File: config.mk
export PLATFORM = sky130hd
export DESIGN_NAME = rxdet_term_ctrl
export DESIGN_NICKNAME = d
export VERILOG_FILES = /design/src/rtl/rxdet_pkg.sv /design/src/rtl/rxdet_sync.sv /design/src/rtl/rxdet_probe.sv /design/src/rtl/rxdet_term_decode.sv /design/src/rtl/rxdet_term_ctrl.sv
export SDC_FILE = /design/constraint.sdc
export NUM_CORES = 1
export LEC_CHECK = 0
export BUFFER_PORTS_ARGS = -buffer_cell sky130_fd_sc_hd__buf_4
export CELL_PAD_IN_SITES_DETAIL_PLACEMENT = 1
export CELL_PAD_IN_SITES_GLOBAL_PLACEMENT = 1
export CORE_MARGIN = 8
export CORE_UTILIZATION = 47
export CTS_CLUSTER_SIZE = 40
export DETAILED_ROUTE_END_ITERATION = 7
export PLACE_DENSITY_LB_ADDON = 0.1
export SYNTH_ARGS = -nofsm -noshare
export SYNTH_HDL_FRONTEND = slang
export SYNTH_HIERARCHICAL = 1
export SYNTH_SLANG_ARGS = --single-unit
File: constraint.sdc
create_clock -name clk -period 5.3 [get_ports clk]
set_clock_uncertainty 0.2 [all_clocks]
set_input_delay 0.795 -clock clk [delete_from_list [all_inputs] [get_ports clk]]
set_output_delay 0.795 -clock clk [all_outputs]
set_load 0.01 [all_outputs]
File: src/rtl/rxdet_pkg.sv
// Package: shared types for the receiver detect termination controller.
// Assumes: one-hot selects are consumed bit-for-bit by the analog front end.
package rxdet_pkg;

    // Probe sequencer states.
    typedef enum logic [1:0] {
        PRB_IDLE = 2'd0,
        PRB_WAIT = 2'd1,
        PRB_HELD = 2'd2
    } prb_state_e;

    // Input termination select: bit0 high-Z, bit1 50-ohm pull-down.
    typedef struct packed {
        logic pd50;
        logic hiz;
    } in_sel_t;

    // Output mode select: bit0 high-Z, bit1 weak pull-up, bit2 50-ohm drive.
    typedef struct packed {
        logic drv50;
        logic pu_weak;
        logic hiz;
    } out_sel_t;

    localparam int IN_SEL_W  = $bits(in_sel_t);
    localparam int OUT_SEL_W = $bits(out_sel_t);

endpackage

File: src/rtl/rxdet_sync.sv
// Module: multi-flop level synchroniser for one asynchronous bit.
// Assumes: input is a slowly changing level; STAGES >= 2.
module rxdet_sync #(
    parameter int STAGES = 2
) (
    input  logic clk,
    input  logic rst_n,
    input  logic d,
    output logic q
);

    logic [STAGES-1:0] chain;

    // Shift the asynchronous level through the flop chain.
    always_ff @(posedge clk) begin
        if (!rst_n) begin
            chain <= '0;
        end else begin
            chain <= {chain[STAGES-2:0], d};
        end
    end

    assign q = chain[STAGES-1];

endmodule

File: src/rtl/rxdet_probe.sv
// Module: per-lane timed load probe. Starts on a rising detect reset,
//         waits TIMEOUT cycles, then captures the synchronised comparator once.
// Assumes: cmp_sync is already synchronous to clk; all controls are synchronous.
module rxdet_probe
    import rxdet_pkg::*;
#(
    parameter int TIMEOUT = 1000
) (
    input  logic clk,
    input  logic rst_n,
    input  logic pwr_dn_n,
    input  logic det_rst_n,
    input  logic cmp_sync,
    output logic found
);

    localparam int CNT_W = (TIMEOUT > 1) ? $clog2(TIMEOUT) : 1;
    localparam logic [CNT_W-1:0] CNT_LAST = CNT_W'(TIMEOUT - 1);

    prb_state_e       state;
    logic [CNT_W-1:0] cnt;
    logic             rst_seen_hi;
    logic             start;

    assign start = det_rst_n && !rst_seen_hi;

    // Track detect reset, run the timeout counter and capture the comparator.
    always_ff @(posedge clk) begin
        if (!rst_n) begin
            state       <= PRB_IDLE;
            cnt         <= '0;
            found       <= 1'b0;
            rst_seen_hi <= 1'b0;
        end else begin
            rst_seen_hi <= det_rst_n;
            if (!pwr_dn_n || !det_rst_n) begin
                state <= PRB_IDLE;
                cnt   <= '0;
                found <= 1'b0;
            end else begin
                case (state)
                    PRB_IDLE: begin
                        if (start) begin
                            state <= PRB_WAIT;
                            cnt   <= '0;
                        end
                    end
                    PRB_WAIT: begin
                        if (cnt == CNT_LAST) begin
                            found <= cmp_sync;
                            state <= PRB_HELD;
                        end else begin
                            cnt <= cnt + 1'b1;
                        end
                    end
                    default: state <= PRB_HELD;
                endcase
            end
        end
    end

endmodule

File: src/rtl/rxdet_term_decode.sv
// Module: combinational decode of termination selects for one lane.
// Assumes: power-down dominates, then detect reset, then detect enable.
module rxdet_term_decode
    import rxdet_pkg::*;
(
    input  logic     pwr_dn_n,
    input  logic     det_rst_n,
    input  logic     det_en,
    input  logic     sig_det,
    input  logic     found,
    output in_sel_t  in_sel,
    output out_sel_t out_sel
);

    logic link_up;

    // Lane may terminate when bypassing detection or when a load was found.
    assign link_up = !det_en || found;

    // Priority decode of the input and output termination modes.
    always_comb begin
        in_sel  = '{pd50: 1'b0, hiz: 1'b1};
        out_sel = '{drv50: 1'b0, pu_weak: 1'b1, hiz: 1'b0};
        if (!pwr_dn_n) begin
            out_sel = '{drv50: 1'b0, pu_weak: 1'b0, hiz: 1'b1};
        end else if (det_rst_n && link_up) begin
            in_sel = '{pd50: 1'b1, hiz: 1'b0};
            if (sig_det) begin
                out_sel = '{drv50: 1'b1, pu_weak: 1'b0, hiz: 1'b0};
            end
        end
    end

endmodule

File: src/rtl/rxdet_term_ctrl.sv
// Module: top of the receiver detect termination controller, LANES lanes.
// Assumes: pwr_dn_n, det_rst_n, det_en and sig_det are synchronous to clk;
//          cmp_lvl is asynchronous and synchronised here.
module rxdet_term_ctrl
    import rxdet_pkg::*;
#(
    parameter int LANES       = 4,
    parameter int TIMEOUT     = 1000,
    parameter int SYNC_STAGES = 2
) (
    input  logic                       clk,
    input  logic                       sys_rst_n,
    input  logic                       pwr_dn_n,
    input  logic                       det_rst_n,
    input  logic [LANES-1:0]           det_en,
    input  logic [LANES-1:0]           sig_det,
    input  logic [LANES-1:0]           cmp_lvl,
    output logic [LANES-1:0]           detected,
    output logic [IN_SEL_W*LANES-1:0]  in_term,
    output logic [OUT_SEL_W*LANES-1:0] out_term
);

    // One synchroniser, probe and decoder per lane.
    for (genvar g = 0; g < LANES; g++) begin : g_lane
        logic     cmp_sync;
        in_sel_t  in_sel;
        out_sel_t out_sel;

        rxdet_sync #(.STAGES(SYNC_STAGES)) u_sync (
            .clk   (clk),
            .rst_n (sys_rst_n),
            .d     (cmp_lvl[g]),
            .q     (cmp_sync)
        );

        rxdet_probe #(.TIMEOUT(TIMEOUT)) u_probe (
            .clk       (clk),
            .rst_n     (sys_rst_n),
            .pwr_dn_n  (pwr_dn_n),
            .det_rst_n (det_rst_n),
            .cmp_sync  (cmp_sync),
            .found     (detected[g])
        );

        rxdet_term_decode u_dec (
            .pwr_dn_n  (pwr_dn_n),
            .det_rst_n (det_rst_n),
            .det_en    (det_en[g]),
            .sig_det   (sig_det[g]),
            .found     (detected[g]),
            .in_sel    (in_sel),
            .out_sel   (out_sel)
        );

        assign in_term[IN_SEL_W*g +: IN_SEL_W]    = in_sel;
        assign out_term[OUT_SEL_W*g +: OUT_SEL_W] = out_sel;
    end

endmodule

==> results.toml, run 1 <==
[status]
status = "finished, final reports clean"

[hold_path]
min_path_type = "reg -> reg"
holdPathEnd = "g_lane[3].u_sync/chain[1]"
hold-path-cell-count = 1
hp-start = "g_lane[3].u_sync/chain[0]"

[logic_synthesis]
synth_adder_area_share = 0.0153
synth_cell_types = 46
yosys.area_share.xor_xnor = 0.00268
synth_nets = 391
synthTopCellsByArea = "dfxtp_1 39%, a21oi_1 4.7%, nand3_1 3.8%, nand2_1 3.7%, o31ai_1 3.0%"
ys_seq_elements = 64
synth_largest_area_cell = "dfxtp_1"
ys_warn_count = 6
syn_area_per_cell_um2 = 8.82
synth_top_family_by_area = "simple AND/OR/NAND/NOR gates"
synth_edf_count = 0
synthCells = 371
yosys.area_share.simple = 0.354
seq_area_frac_synth = 0.391
synthMuxAreaShare = 0.0455
synthesis.area_um2 = 3270
synthArstFlopShare = 0
synth_compound_area_frac = 0.167
synthFlopType = "dfxtp_1"
synth_top_area_frac = 0.391

[routing]
drc_errors = 0
vias_per_cell = 5.99
dr.pass1.iters = 4
finalWirelength_mm = 8.47
wl_per_cell_um = 17.1
first_iter_violations = 81
ant_nets = 0
vias = 2964

[clock_network]
postCtsSetupRepairBufs = 0
cts_buffer_depth = 2
insertion_delay_ns = 0.34
cts-htree-levels = 3
hold_buffers = 0
tritoncts = "done"
cts_buffers = 9
cts_sinks = 64
clk_root_buffer_cell = "clkbuf_8"
post_cts_resized = 0
clk_pin_slew_worst_paths_ns = 0.07

[floorplan]
io_pins = 40
die_area_um2 = 9890
coreArea_um2 = 6760
die_h_um = 99.5
die_x_um = 99.5
num_rows = 30
start_util = 0.484

[finish]
num_antenna_cells = 0
final_common_cell = "dfxtp_1"
drive_gt1_frac = 0.207
syn2layout_area_growth_pct = 16.4
n_fill_cell = 807
most-common-layout-cells = "64 x dfxtp_1, 39 x buf_4, 32 x nand2_1"
final_nets = 430
regArea_um2 = 1280
multi_input_area_um2 = 1910

[setup_path]
crit_required_ns = 4.30
crit_type = "in -> out"
r2r_setup_slack_ns = 3.33
endpoint_kind = "primary output"
start_kind = "input port"
arrival_ns = 1.45
reg2reg_from = "g_lane[3].u_probe/cnt[0]"
rr_worst_depth = 5
r2r-end = "g_lane[3].u_probe/cnt[3]"
cp_max_fo = 31

[sta]
hold_ws_ns = 0.236
finalCritPeriodShare = 0.461
fin_tns_setup_ns = 0
setup_viol_count_final = 0
rsz0062_at_grt = "no"
finalMaxSlewViolations = 0
hold_violations = 0
worstMarginPinSlew_ns = 0.839
fmax_mhz = 409
max-slew-margin-rel = 0.440
period_needed_ns = 2.44

[pwr]
p_switching_uw = 233
switching_share = 0.235
internal_power_uw = 757
p_clk_frac = 0.436
power_frac_seq = 0.495
power_per_cell_area_nw_per_um2 = 260
cellLeakagePower_nw = 1.34
combPwrFrac = 0.070
ir_drop_mv = 0.143

[place]
gp_congestion = 0.820
port_buffers = 39
dp_hpwl_mm = 5.92

[grt]
grt_pass1_wl_mm = 14.5
grt_start_max_net_pins = 32
antenna_found_initial = 0
grt_overflow_total = 0
grt_usage = 0.180
first_global_vias = 2982

[run]
drv_cap = 0
-- critical path, stage by stage --
cell    delay [ns]
buf_4         0.26
and4_4        0.26
buf_4         0.12
-- power by group through the flow --
stage                     clock network (mW)  logic, mW  registers, mW
after floorplan                            0     0.0357          0.499
after global placement                     0     0.0678          0.500
after detailed placement                   0     0.0697          0.501
after CTS                              0.444     0.0700          0.489
after global routing                   0.465     0.0765          0.490
final                                  0.431     0.0691          0.490
-- how the worst max path moves through the flow --
stage	from	end	slack, ns
2_1_floorplan	det_en[3]	out_term[10]	3.21
3_3_place_gp	pwr_dn_n	out_term[1]	2.86
3_5_place_dp	det_rst_n	g_lane[3].u_probe/cnt[3]	2.78
4_1_cts	det_rst_n	out_term[2]	2.86
5_1_grt	det_rst_n	out_term[2]	2.80
6_report	det_rst_n	out_term[2]	2.86
-- cell usage after synthesis, types with 2 or more instances --
| library cell | n |
|---|---|
| dfxtp_1 | 64 |
| nand2_1 | 32 |
| a21oi_1 | 31 |
| nand3_1 | 25 |
| nor2_1 | 24 |
| o21ai_0 | 17 |
| and2_1 | 13 |
| o31ai_1 | 13 |
| a31oi_1 | 12 |
| or3_1 | 11 |
| and4_1 | 10 |
| nor3_1 | 9 |
| and4_4 | 7 |
| mux2_2 | 7 |
| mux2i_1 | 7 |
| nor2b_1 | 7 |
| clkbuf_1 | 6 |
| inv_1 | 6 |
| nand2b_1 | 6 |
| nand4_1 | 6 |
| and3_1 | 4 |
| and3_2 | 4 |
| ha_1 | 4 |
| nand2b_4 | 4 |
| a21boi_1 | 3 |
| a31o_2 | 3 |
| buf_4 | 3 |
| nor4_1 | 3 |
| nor4_2 | 3 |
| nor4b_1 | 3 |
| nor4bb_4 | 3 |
| o21bai_1 | 3 |
| or4_1 | 3 |
| buf_2 | 2 |
| o211ai_1 | 2 |
-- state kept, by name, summed over array words and instances, names as in the netlist --
register and flops:
g_lane.u_probe/cnt 40, g_lane.u_probe/found 4, g_lane.u_sync/chain 8, g_lane.u_probe/state 8, g_lane.u_probe/rst_seen_hi 4
-- through the flow --
| step | power (mW) | instance area (um2) | std cells | utilization | setup WS, ns |
|---|---|---|---|---|---|
| final | 0.990 | 3810 | 495 | 0.564 | 2.86 |
| after global routing | 1.03 | 3810 | 495 | 0.564 | 2.80 |
| after CTS | 1.00 | 3810 | 495 | 0.564 | 2.86 |
| after detailed placement | 0.570 | 3610 | 479 | 0.534 | 2.78 |
| after global placement | 0.568 | 3610 | 479 | 0.534 | 2.86 |
| after floorplan | 0.535 | 3270 | 371 | - | 3.21 |
-- area by class of cell --
class                   count  share of cell area
clock buffers              13              0.0417
clock inverters             3              0.0105
inverters                   6             0.00591
well taps                  80              0.0263
multi-input cells         290               0.502
repair buffers             39              0.0768
flip-flops and latches     64               0.336
-- routing by layer --
layer  wire length (um)  GRT usage
met1               3900      0.218
met2               3980      0.289
met3                531     0.0712
met4                 66     0.0477
met5                  0          0
-- logic make-up after synthesis --
kind of cell	after synthesis
AOI/OAI and AO/OA	88
xor gates and xnor gates	1
adders and majority gates	4
buffers and inverters	17
DFF	64
muxes	14
and+or+nand+nor	183
No activity file was read; power rests on OpenSTA's default activity.
==> inputs of run 2 (changes only) <==
Settings changed: CORE_UTILIZATION 47 to 40.
Clock period 5.3 ns to 2 ns, I/O delays scaled along.
==> results.toml, run 2 (synthesized netlist as in run 1, its figures left out) <==
[floorplan]
start_util = 0.404
io_pins = 40
die_x_um = 106
num_rows = 33
coreArea_um2 = 8090
die_area_um2 = 11300
die_h_um = 106

[setup_path]
critPathBufInv = 0
r2r_setup_slack_ns = 0.06
path_depth = 5
crit_required_ns = 2.07
cp_max_fo = 11
arrival_ns = 2.01
endpoint_kind = "flop"
rr_worst_depth = 5
crit_type = "reg -> reg"
critPathTopFamily = "simple AND/OR/NAND/NOR gates"
slowest_delay_ns = 0.51
start_kind = "flop"
worstPathCellList = "ha_2, nor4bb_4, and4_4, or4_1, a21boi_1"
cp_slowest_cell = "or4_1"

[sta]
max-slew-margin-rel = 0.453
hold_violations = 0
finalMaxSlewViolations = 0
worstMarginPinSlew_ns = 0.819
setup_ws_ns = 0.0638
setup_viol_count_final = 0
fmax_mhz = 516
rsz0062_at_grt = "yes"
period_needed_ns = 1.94
finalCritPeriodShare = 0.968

[pwr]
power_per_cell_area_nw_per_um2 = 676
switching_share = 0.240
p_switching_uw = 656
ir_drop_mv = 0.299
cellLeakagePower_nw = 1.44
p_clk_frac = 0.452
internal_power_mw = 2.08
combPwrFrac = 0.074
power_frac_seq = 0.474

[clock_network]
clk_root_buffer_cell = "clkbuf_8"
cts_buffers = 9
cts_buffer_depth = 2
insertion_delay_ns = 0.34
cts-htree-levels = 3
clk_pin_slew_worst_paths_ns = 0.08
cts_sinks = 64
tritoncts = "done"

[grt]
grt_use_met1 = 0.185
grt_pass1_wl_mm = 14.7
grt_start_max_net_pins = 22
grt_overflow_total = 0
first_global_vias = 3158
grt_use_met3 = 0.0496
met2_usage = 0.258
antenna_found_initial = 0
grt_usage = 0.157
busiest_layer = "met2"

[routing]
finalWirelength_mm = 8.68
dr.pass1.iters = 5
ant_nets = 0
drc_errors = 0
vias = 3081
first_iter_violations = 110
vias_per_cell = 5.67
wl_per_cell_um = 16.0

[place]
gp_congestion = 0.782
place_area_um2 = 3770
port_buffers = 39
dp_slack_ns = 0.0329
dp_hpwl_mm = 6.28

[finish]
regMostFlops = "g_lane.u_probe/cnt"
syn2layout_area_growth_pct = 23.7
final_common_cell = "dfxtp_1"
num_antenna_cells = 0
final_util = 0.500
most-common-layout-cells = "64 x dfxtp_1, 58 x buf_4, 32 x nand2_1"
largest_register_ffs = 40
final_nets = 453
reg_top3 = "g_lane.u_probe/cnt (40), g_lane.u_probe/state (8), g_lane.u_sync/chain (8)"
fin_area_um2 = 4050
drive_gt1_frac = 0.249

[status]
status = "finished, final reports clean"

[run]
drv_cap = 0

[hold_path]
min_path_type = "in -> reg"
hold-path-cell-count = 2
## run 2: path summary, 6_finish.rpt
path | end | start
worst max-delay path | g_lane[3].u_probe/cnt[3] | g_lane[3].u_probe/cnt[0]
worst min-delay path | g_lane[3].u_probe/rst_seen_hi | sys_rst_n
worst max register to register | g_lane[3].u_probe/cnt[3] | g_lane[3].u_probe/cnt[0]
worst min register to register | g_lane[1].u_sync/chain[1] | g_lane[1].u_sync/chain[0]
## run 2: timing repair
| action | in CTS | in global routing |
|---|---|---|
| setup endpoints to repair | 0 | 12 |
| hold buffers | 4 | 0 |
| endpoints found under the hold margin | 4 | 0 |
| setup buffers | 0 | 2 |
| resized for setup | 0 | 2 |
## run 2: through the flow
step           power, mW  instances  hold slack, ns  TNS (ns)
2_1_floorplan       1.42        371           0.212         0
5_1_grt             2.87        543          0.0991   -0.0130
4_1_cts             2.79        541          0.0725         0
6_report            2.74        543          0.0867         0
3_3_place_gp        1.52        521           0.215         0
3_5_place_dp        1.52        521           0.222         0
## run 2: cell type report
type | instances | area, um2
clock buffers | 9 | 124
fillers | 996 | 4040
inverters | 6 | 22.5
flip-flops and latches | 64 | 1280
multi-input cells | 290 | 1920
repair buffers | 62 | 475
well taps | 105 | 131
clock inverters | 7 | 96.3
## run 2: power by group through the flow
stage          Clock (mW)  Sequential (mW)  Combinational (mW)
2_1_floorplan           0             1.32              0.0946
3_3_place_gp            0             1.33               0.192
3_5_place_dp            0             1.33               0.197
4_1_cts              1.28             1.30               0.205
5_1_grt              1.35             1.30               0.227
6_report             1.24             1.30               0.203
## run 2: per-layer routing
layer / part of all wire / routed length [um]
met1: 0.46 / 4000
met4: 0.017 / 146
met2: 0.47 / 4050
met3: 0.056 / 487
met5: 0 / 0
==> inputs of run 3 (changes only) <==
Settings changed: CORE_ASPECT_RATIO set to 0.8, CORE_MARGIN 8 to unset.
==> results.toml, run 3 (synthesized netlist as in run 1, its figures left out) <==
[pwr]
power_frac_seq = 0.493
power_per_cell_area_nw_per_um2 = 646
combPwrFrac = 0.080
cellLeakagePower_nw = 1.46
switching_share = 0.242
total_power_mw = 2.63
p_switching_uw = 637
internal_power_mw = 1.99
ir_drop_mv = 0.383
p_clk_frac = 0.427

[sta]
hold_ws_ns = 0.101
setup_ws_ns = 0.0774
finalMaxSlewViolations = 0
max-slew-margin-rel = 0.620
period_needed_ns = 1.92
hold_violations = 0
finalCritPeriodShare = 0.961
rsz0062_at_grt = "no"
fmax_mhz = 520
worstMarginPinSlew_ns = 0.569
fin_tns_setup_ns = 0
setup_viol_count_final = 0

[clock_network]
cts_sinks = 64
clk_pin_slew_worst_paths_ns = 0.08
insertion_delay_ns = 0.34
cts_buffer_depth = 2
tritoncts = "done"
cts_buffers = 9
clk_root_buffer_cell = "clkbuf_8"
cts-htree-levels = 3

[setup_path]
endpoint_kind = "flop"
slowest_delay_ns = 0.51
worstPathCellList = "ha_1, nor4bb_4, and4_4, or4_1, a21boi_1"
critPathTopFamily = "simple AND/OR/NAND/NOR gates"
arrival_ns = 2.00
crit_required_ns = 2.07
cp_max_fo = 11
cp_slowest_cell = "or4_1"
critPathBufInv = 0
crit_type = "reg -> reg"
start_kind = "flop"

[routing]
finalWirelength_mm = 8.66
ant_nets = 0
dr.pass1.iters = 4
first_iter_violations = 90
drc_errors = 0
vias_per_cell = 5.60
wl_per_cell_um = 15.7
vias = 3085

[place]
port_buffers = 39
dp_hpwl_mm = 6.17
dp_slack_ns = 0.0898
gp_congestion = 0.812

[floorplan]
die_x_um = 103
coreArea_um2 = 7950
die_h_um = 82.9
num_rows = 29
start_util = 0.412
die_area_um2 = 8550
io_pins = 40

[hold_path]
min_path_type = "in -> reg"

[finish]
syn2layout_area_growth_pct = 24.5
regMostFlops = "g_lane.u_probe/cnt"
final_common_cell = "dfxtp_1"
num_antenna_cells = 0
final_util = 0.513
most-common-layout-cells = "64 x dfxtp_1, 61 x buf_4, 32 x nand2_1"
drive_gt1_frac = 0.255
n_fill_cell = 928
reg_top3 = "g_lane.u_probe/cnt (40), g_lane.u_probe/state (8), g_lane.u_sync/chain (8)"
final_nets = 458
largest_register_ffs = 40

[status]
status = "finished, final reports clean"

[grt]
first_global_vias = 3017
grt_usage = 0.212
grt_start_max_net_pins = 18
grt_pass1_wl_mm = 14.4
grt_overflow_total = 0
antenna_found_initial = 0

[run]
drv_cap = 0
run 3: layer usage:
layer	global-route usage	vias up	wire, um	part of all wire
met4	0.0589	0	77	0.0089
met5	0	-	0	0
li1	-	1531	-	-
met2	0.339	56	3950	0.46
met3	0.0547	8	304	0.035
met1	0.281	1490	4330	0.50
run 3: per-stage QoR:
stage               cells  cell area (um2)
floorplan             371             3270
global placement      529             3810
detailed placement    529             3810
CTS                   549             4050
global route          551             4070
finish                551             4070
run 3: repair_timing:
item                                   CTS  global route
setup endpoints to repair                0             4
endpoints found under the hold margin    4             0
resized for setup                        0             2
buffers inserted                         0             0
hold buffers                             4             0
run 3: power by group through the flow:
stage          registers [mW]  logic, mW  clock network, mW
2_1_floorplan            1.32     0.0946                  0
3_3_place_gp             1.33      0.200                  0
3_5_place_dp             1.33      0.205                  0
4_1_cts                  1.30      0.211               1.16
5_1_grt                  1.30      0.229               1.21
6_report                 1.30      0.210               1.12
run 3: worst paths after layout:
| kind | start | endpoint | slack (ns) | depth (start not counted) |
|---|---|---|---|---|
| max reg2reg | g_lane[2].u_probe/cnt[0] | g_lane[2].u_probe/cnt[3] | 0.08 | 5 |
| min | sys_rst_n | g_lane[2].u_sync/chain[1] | 0.10 | 2 |
| min reg2reg | g_lane[2].u_sync/chain[0] | g_lane[2].u_sync/chain[1] | 0.23 | 1 |
| max | g_lane[2].u_probe/cnt[0] | g_lane[2].u_probe/cnt[3] | 0.08 | 5 |
run 3: final cells by class:
cell class | count | area [um2] | share of cell area
well taps | 108 | 135 | 0.0332
inverters | 6 | 22.5 | 0.00553
repair buffers | 65 | 498 | 0.122
multi-input cells | 292 | 1940 | 0.476
clock inverters | 5 | 56.3 | 0.0138
flip-flops and latches | 64 | 1280 | 0.314
clock buffers | 11 | 141 | 0.0347
